File: src/rtl/pb_bridge_pkg.sv
package pb_bridge_pkg;

    localparam int unsigned ADDR_W = 32;
    localparam int unsigned DATA_W = 32;
    localparam int unsigned BE_W   = DATA_W / 8;

    typedef enum logic [1:0] {
        CTL_IDLE,
        CTL_LREAD,
        CTL_EXT
    } ctl_state_e;

    typedef enum logic [1:0] {
        XP_IDLE,
        XP_STROBE,
        XP_WAIT
    } xp_state_e;

    typedef enum logic [1:0] {
        RGN_NONE,
        RGN_LOCAL,
        RGN_EXT
    } region_e;

    typedef struct packed {
        logic [ADDR_W-1:0] addr;
        logic [DATA_W-1:0] wdata;
        logic [BE_W-1:0]   be;
        logic              is_read;
    } bus_req_t;

    function automatic logic in_window(
        input logic [ADDR_W-1:0] a,
        input logic [ADDR_W-1:0] base,
        input logic [ADDR_W-1:0] mask
    );
        return (a & mask) == (base & mask);
    endfunction

    function automatic logic [DATA_W-1:0] merge_bytes(
        input logic [DATA_W-1:0] old_w,
        input logic [DATA_W-1:0] new_w,
        input logic [BE_W-1:0]   lanes
    );
        logic [DATA_W-1:0] res;
        res = old_w;
        for (int i = 0; i < int'(BE_W); i++) begin
            if (lanes[i]) res[i*8 +: 8] = new_w[i*8 +: 8];
        end
        return res;
    endfunction

endpackage

File: src/rtl/pb_decode.sv
module pb_decode
    import pb_bridge_pkg::*;
#(
    parameter logic [ADDR_W-1:0] LOCAL_BASE = 32'h0000_0000,
    parameter logic [ADDR_W-1:0] LOCAL_MASK = 32'hFFFF_FFF0,
    parameter logic [ADDR_W-1:0] EXT_BASE   = 32'h8000_0000,
    parameter logic [ADDR_W-1:0] EXT_MASK   = 32'hC000_0000
) (
    input  logic [ADDR_W-1:0] addr,
    output region_e           region
);
    always_comb begin
        if (in_window(addr, LOCAL_BASE, LOCAL_MASK))
            region = RGN_LOCAL;
        else if (in_window(addr, EXT_BASE, EXT_MASK))
            region = RGN_EXT;
        else
            region = RGN_NONE;
    end
endmodule

File: src/rtl/pb_regfile.sv
module pb_regfile
    import pb_bridge_pkg::*;
#(
    parameter int unsigned NUM_REGS = 4,
    parameter int unsigned IDX_W    = 2
) (
    input  logic              clk,
    input  logic              rst,
    input  logic              wr_en,
    input  logic [IDX_W-1:0]  wr_idx,
    input  logic [DATA_W-1:0] wr_data,
    input  logic [BE_W-1:0]   wr_be,
    input  logic [IDX_W-1:0]  rd_idx,
    output logic [DATA_W-1:0] rd_data
);
    logic [DATA_W-1:0] words [NUM_REGS];

    for (genvar r = 0; r < int'(NUM_REGS); r++) begin : g_word
        logic [DATA_W-1:0] word_q;
        always_ff @(posedge clk) begin
            if (rst)
                word_q <= '0;
            else if (wr_en && wr_idx == IDX_W'(r))
                word_q <= merge_bytes(word_q, wr_data, wr_be);
        end
        assign words[r] = word_q;
    end

    assign rd_data = words[rd_idx];
endmodule

File: src/rtl/pb_ext_port.sv
module pb_ext_port
    import pb_bridge_pkg::*;
(
    input  logic              clk,
    input  logic              rst,
    input  logic              start,
    input  bus_req_t          req_in,
    output logic              per_as,
    output logic              per_rd,
    output logic              per_wr,
    output logic [ADDR_W-1:0] per_addr,
    output logic [DATA_W-1:0] per_wdata,
    output logic [BE_W-1:0]   per_be,
    input  logic [DATA_W-1:0] per_rdata,
    input  logic              per_ready,
    output logic              done,
    output logic [DATA_W-1:0] done_rdata,
    output logic              done_is_read
);
    xp_state_e st;
    bus_req_t  hold;

    always_ff @(posedge clk) begin
        if (rst) begin
            st   <= XP_IDLE;
            hold <= '0;
        end else begin
            unique case (st)
                XP_IDLE: begin
                    if (start) begin
                        hold <= req_in;
                        st   <= XP_STROBE;
                    end
                end
                XP_STROBE: st <= XP_WAIT;
                XP_WAIT:   if (per_ready) st <= XP_IDLE;
                default:   st <= XP_IDLE;
            endcase
        end
    end

    assign per_as       = (st == XP_STROBE);
    assign per_rd       = per_as & hold.is_read;
    assign per_wr       = per_as & ~hold.is_read;
    assign per_addr     = hold.addr;
    assign per_wdata    = hold.wdata;
    assign per_be       = hold.be;
    assign done         = (st == XP_WAIT) && per_ready;
    assign done_rdata   = per_rdata;
    assign done_is_read = hold.is_read;


    strobe_pulse_chk: assert property (@(posedge clk) disable iff (rst)
        per_as |=> !per_as);


    hold_stable_chk: assert property (@(posedge clk) disable iff (rst)
        (per_as || (st == XP_WAIT && !per_ready)) |=>
            ($stable(per_addr) && $stable(per_wdata) && $stable(per_be)));


    strobe_qual_chk: assert property (@(posedge clk) disable iff (rst)
        (start && st == XP_IDLE) |=> (per_as && (per_rd == $past(req_in.is_read))));
endmodule

File: src/rtl/pb_bridge.sv
module pb_bridge
    import pb_bridge_pkg::*;
#(
    parameter int unsigned       NUM_REGS   = 4,
    parameter logic [ADDR_W-1:0] LOCAL_BASE = 32'h0000_0000,
    parameter logic [ADDR_W-1:0] EXT_BASE   = 32'h8000_0000,
    parameter logic [ADDR_W-1:0] EXT_MASK   = 32'hC000_0000
) (
    input  logic              clk,
    input  logic              rst,
    input  logic              cpu_as,
    input  logic              cpu_rd,
    input  logic              cpu_wr,
    input  logic [ADDR_W-1:0] cpu_addr,
    input  logic [DATA_W-1:0] cpu_wdata,
    input  logic [BE_W-1:0]   cpu_be,
    output logic [DATA_W-1:0] cpu_rdata,
    output logic              cpu_ready,
    output logic              cpu_ce,
    output logic              cpu_ue,
    output logic              per_as,
    output logic              per_rd,
    output logic              per_wr,
    output logic [ADDR_W-1:0] per_addr,
    output logic [DATA_W-1:0] per_wdata,
    output logic [BE_W-1:0]   per_be,
    input  logic [DATA_W-1:0] per_rdata,
    input  logic              per_ready
);
    localparam int unsigned       IDX_W      = (NUM_REGS > 1) ? $clog2(NUM_REGS) : 1;
    localparam logic [ADDR_W-1:0] LOCAL_SPAN = ADDR_W'(NUM_REGS * 4);
    localparam logic [ADDR_W-1:0] LOCAL_MASK = ~(LOCAL_SPAN - 1);

    ctl_state_e        ctl;
    region_e           region;
    logic              accept, lw, lr, xs, nm;
    logic [IDX_W-1:0]  cpu_idx, rd_idx_q;
    logic [DATA_W-1:0] rf_rdata, xp_rdata, rdata_q;
    logic              ready_q, xp_done, xp_is_read;
    bus_req_t          req;

    pb_decode #(
        .LOCAL_BASE(LOCAL_BASE), .LOCAL_MASK(LOCAL_MASK),
        .EXT_BASE(EXT_BASE),     .EXT_MASK(EXT_MASK)
    ) u_decode (
        .addr(cpu_addr), .region(region)
    );

    assign accept  = cpu_as && (cpu_rd || cpu_wr) && (ctl == CTL_IDLE);
    assign lw      = accept && (region == RGN_LOCAL) && !cpu_rd;
    assign lr      = accept && (region == RGN_LOCAL) && cpu_rd;
    assign xs      = accept && (region == RGN_EXT);
    assign nm      = accept && (region == RGN_NONE);
    assign cpu_idx = cpu_addr[IDX_W+1:2];

    assign req = '{addr: cpu_addr, wdata: cpu_wdata, be: cpu_be, is_read: cpu_rd};

    pb_regfile #(.NUM_REGS(NUM_REGS), .IDX_W(IDX_W)) u_regs (
        .clk(clk), .rst(rst),
        .wr_en(lw), .wr_idx(cpu_idx), .wr_data(cpu_wdata), .wr_be(cpu_be),
        .rd_idx(rd_idx_q), .rd_data(rf_rdata)
    );

    pb_ext_port u_ext (
        .clk(clk), .rst(rst), .start(xs), .req_in(req),
        .per_as(per_as), .per_rd(per_rd), .per_wr(per_wr),
        .per_addr(per_addr), .per_wdata(per_wdata), .per_be(per_be),
        .per_rdata(per_rdata), .per_ready(per_ready),
        .done(xp_done), .done_rdata(xp_rdata), .done_is_read(xp_is_read)
    );

    always_ff @(posedge clk) begin
        if (rst) begin
            ctl      <= CTL_IDLE;
            ready_q  <= 1'b0;
            rdata_q  <= '0;
            rd_idx_q <= '0;
        end else begin
            ready_q <= 1'b0;
            rdata_q <= '0;
            unique case (ctl)
                CTL_IDLE: begin
                    if (lw || nm) ready_q <= 1'b1;
                    if (lr) begin
                        ctl      <= CTL_LREAD;
                        rd_idx_q <= cpu_idx;
                    end
                    if (xs) ctl <= CTL_EXT;
                end
                CTL_LREAD: begin
                    ready_q <= 1'b1;
                    rdata_q <= rf_rdata;
                    ctl     <= CTL_IDLE;
                end
                CTL_EXT: begin
                    if (xp_done) begin
                        ready_q <= 1'b1;
                        rdata_q <= xp_is_read ? xp_rdata : '0;
                        ctl     <= CTL_IDLE;
                    end
                end
                default: ctl <= CTL_IDLE;
            endcase
        end
    end

    assign cpu_ready = ready_q;
    assign cpu_rdata = rdata_q;
    assign cpu_ce    = 1'b0;
    assign cpu_ue    = 1'b0;


    lwr_latency_chk: assert property (@(posedge clk) disable iff (rst)
        lw |=> cpu_ready);


    lrd_latency_chk: assert property (@(posedge clk) disable iff (rst)
        lr |=> (!cpu_ready ##1 cpu_ready));


    ext_issue_chk: assert property (@(posedge clk) disable iff (rst)
        xs |=> (per_as && !cpu_ready));


    ext_resp_chk: assert property (@(posedge clk) disable iff (rst)
        (ctl == CTL_EXT && xp_done) |=> cpu_ready);


    rdata_idle_chk: assert property (@(posedge clk) disable iff (rst)
        !cpu_ready |-> (cpu_rdata == '0));


    ready_hold_chk: assert property (@(posedge clk) disable iff (rst)
        (ctl == CTL_EXT && !xp_done) |=> !cpu_ready);


    unmapped_chk: assert property (@(posedge clk) disable iff (rst)
        nm |=> (cpu_ready && cpu_rdata == '0 && !per_as));
endmodule

File: config.mk
export PLATFORM = sky130hd
export DESIGN_NAME = pb_bridge
export DESIGN_NICKNAME = d
export VERILOG_FILES = /design/src/rtl/pb_bridge_pkg.sv /design/src/rtl/pb_decode.sv /design/src/rtl/pb_regfile.sv /design/src/rtl/pb_ext_port.sv /design/src/rtl/pb_bridge.sv
export SDC_FILE = /design/constraint.sdc
export NUM_CORES = 1
export LEC_CHECK = 0
export BUFFER_PORTS_ARGS = -buffer_cell sky130_fd_sc_hd__clkbuf_2
export CORE_MARGIN = 4
export CORE_UTILIZATION = 34
export DETAILED_ROUTE_END_ITERATION = 6
export GPL_ROUTABILITY_DRIVEN = 0
export HOLD_SLACK_MARGIN = 0.1
export SLEW_MARGIN = 5
export SYNTH_ARGS = -nofsm -noshare
export SYNTH_HDL_FRONTEND = slang
export SYNTH_SLANG_ARGS = --single-unit
export TNS_END_PERCENT = 10
File: constraint.sdc
create_clock -name clk -period 2.4 [get_ports clk]
set_input_delay 0.48 -clock clk [delete_from_list [all_inputs] [get_ports clk]]
set_output_delay 0.48 -clock clk [all_outputs]
set_load 0.03 [all_outputs]
==> impl_results.md <==
* Clk slew on worst S/H paths at 60 ps
* Initial antenna violation count at 1
* Num rows at 62
* CP Class: register to register
* Post-cts hold buffer count at 0
* Ys Warns at 0
* Layout cell share with drive strength beyond 1 at 0.283
* Final instance area at 12,400 um2
* CP most frequent cell: and4_1
* Vias at 7,555
* Worst Setup SP: ctl[1]$_SDFFE_PP0P_
* Routed wire per std cell at 16.7 um
* RSZ-0062 raised after global routing: false
* Starting Density at 0.348
* Cells after synthesis at 977
* Max Transition Viols Final at 0
* Number of nets in the layout at 1,279
* Simple-gate share of the synthesized area at 0.222
* Leading cell types in the layout, fill and taps excluded: dfxtp_1, clkbuf_2, nand2b_1
* Max clock buf depth at 3
* ANT cells at 0
* CTS tree: yes
* Slowest cell delay on critical path at 410 ps
* Unique cell type count in the Yosys netlist at 43
* Min-delay src: cpu_addr[1]
* Pwr/cell area at 671 nW/um2
* Die Area at 32,500 um2
* Io pins at 212
* Slowest stage cell, crit path: and4_1
* FF+latch count, synth at 236
* Commonest non-fill, non-tap cell in the layout: dfxtp_1
* Root Driver: clkbuf_16
* Fin util at 0.429
* DRT iter0 DRCs at 366
* Endpoints failing hold at 0
* H-tree depth at 1
* Worst Slack Setup Final at 283 ps
* Leakage power at 0.00532 uW
* TritonRoute pass-1 iters at 4
* Total GRT Usage at 0.157
* Post-CTS setup buffers at 0
* WP data arrival at 2570 ps
* Clk Latency, worst-skew pair at 520 ps
* Critical path buffers and inverters at 2
* Final period util at 0.882
* Sequential share of the synthesized area at 0.468
* Top delay family on crit path: simple AND/OR/NAND/NOR gates
* Worst Tran Pin Value at 646 ps
* Post-synth ARST share at 0
* DP HPWL at 18.5 mm
* Outcome: complete, no violations
* Req. time, crit path at 2850 ps
* Compound-cell area share of the yosys netlist at 0.0658
* Critical-path cell list: inv_1 > ha_1 > and4b_1 > and4_1 > buf_12 > and4_1 > mux2i_1
* Post-synthesis mux area share at 0.198
* Max rail drop VDD at 0.000464 V
* Residual DRC at 0
* HP Class: input port to register
* Layout area overhead at 23.3%
* Synth Area in XOR/XNOR at 0
* CTS Sinks at 236
* First-pass GRT wire length at 42.3 mm
* CTS Buf Count at 27
* Mapped cell area at 10,100 um2
* Crit. End Element: register
* Adder-Cell Fraction of Synth Area at 0.00496
* Avg Cell Area, Syn at 10.3 um2
* Reg2reg start: ctl[1]$_SDFFE_PP0P_
* Slew margin rel. at 0.569
* Core Box Area at 29,000 um2
* Maximum clock frequency at 0.472 GHz
* Vias in the first global route at 7,717
* Die H at 180 um
* DRT Wirelength at 26.2 mm
* Top FF cell, synth: dfxtp_1
* Worst clock skew at 6.54 ps
* Final Critical Period at 2120 ps
* Die Span X at 180 um
* # fillers at 2,838
* Pin count of the biggest net entering global routing at 68
* Number of vias per cell at 4.80
* Cts repair resizes at 0
* CP startpoint kind: register
* Worst-path fanout max at 19
* Flop-to-flop setup slack at 280 ps
* DP Area at 11,600 um2
* EDFF count, synth at 0
* Largest family of logic cells by synthesized area: simple AND/OR/NAND/NOR gates
* Post-Place Setup Slack at 225 ps
* Final setup vio count at 0
* Max cap viols at 0
* Grt ovf at 0
* ANT nets after route at 0
* Setup TNS at 0 ps
* I/O Buffers at 209
==> through the flow <==
step | hold WS (ps) | power (uW) | cells
floorplan | 445 | 4340 | 978
global placement | 441 | 4590 | 1524
detailed placement | 445 | 4590 | 1524
CTS | 154 | 8480 | 1573
global route | 183 | 8680 | 1573
finish | 182 | 8350 | 1573
==> worst paths after layout <==
kind	cells past startpoint	endpoint
setup / recovery	7	u_regs.g_word[3].word_q[1]$_SDFFE_PP0P_
hold / removal	3	u_ext.per_addr[1]$_SDFFE_PP0P_
setup reg to reg	7	u_regs.g_word[3].word_q[1]$_SDFFE_PP0P_
hold reg to reg	2	u_ext.per_addr[1]$_SDFFE_PP0P_
==> cells in the mapped netlist, types with 2 or more instances <==
master | number | area, um2
mux2i_1 | 128 | 1280
nor2_1 | 38 | 143
nor4_1 | 4 | 25.0
nand4_1 | 5 | 31.3
inv_1 | 4 | 15.0
buf_6 | 4 | 45.0
nor4_4 | 3 | 63.8
and3_1 | 3 | 18.8
a22oi_1 | 32 | 240
dfxtp_1 | 236 | 4720
nand4_4 | 12 | 255
clkbuf_1 | 52 | 195
buf_8 | 2 | 30.0
mux4_2 | 32 | 721
a21oi_1 | 71 | 355
nor2b_1 | 2 | 12.5
and2_1 | 2 | 12.5
and4_1 | 5 | 43.8
buf_4 | 4 | 30.0
and4_4 | 2 | 22.5
o21ai_0 | 3 | 15.0
buf_12 | 2 | 40.0
nand2_1 | 137 | 514
nand2b_1 | 163 | 1020
ha_1 | 4 | 50.1
buf_1 | 2 | 7.51
buf_2 | 9 | 45.0
==> routing by layer <==
| layer | global-route usage | routed length (um) |
|---|---|---|
| met4 | 0.0339 | 459 |
| met1 | 0.214 | 12300 |
| met3 | 0.0392 | 1700 |
| met5 | 0 | 13 |
| met2 | 0.253 | 11700 |
==> kinds of logic (layout without fill, tap and decap cells) <==
| family | after synthesis | in the layout |
|---|---|---|
| compound gates | 112 | 112 |
| flops | 236 | 236 |
| buf+inv | 79 | 290 |
| simple gates | 385 | 385 |
| other cells | 1 | 2 |
| fa+ha+maj | 4 | 4 |
| mux | 160 | 160 |
==> power breakdown <==
part / leakage [uW] / switching (uW) / internal [uW]
Sequential: 0.00190 / 19.3 / 3950
Combinational: 0.00300 / 329 / 197
Clock: 0.000415 / 1590 / 2260
Total: 0.00532 / 1930 / 6410
==> sequential cells by signal, summed over array words and instances (netlist names) <==
name and cells:
rd_idx_q 2, u_ext.per_wdata 32, cpu_rdata 32, u_regs.g_word.word_q 128, cpu_ready 1, u_ext.per_addr 32, u_ext.done_is_read 1, u_ext.st 2
u_ext.per_be 4, ctl 2
==> cell type report <==
type                            count  area [um2]  area share
Inverter                            4        15.0     0.00121
Clock inverter                      8        48.8     0.00392
Timing Repair Buffer              237        1400       0.113
Tap cell                          384         480      0.0386
Clock buffer                       41         788      0.0634
Multi-Input combinational cell    663        4980       0.400
Sequential cell                   236        4730       0.380
==> worst reg2reg max path, stage by stage (launching register included) <==
cell	delay (ps)
dfxtp_1	360
inv_1	100
ha_1	270
and4b_1	220
and4_1	250
buf_12	220
and4_1	410
mux2i_1	220
(Power assumes the default switching activity.)
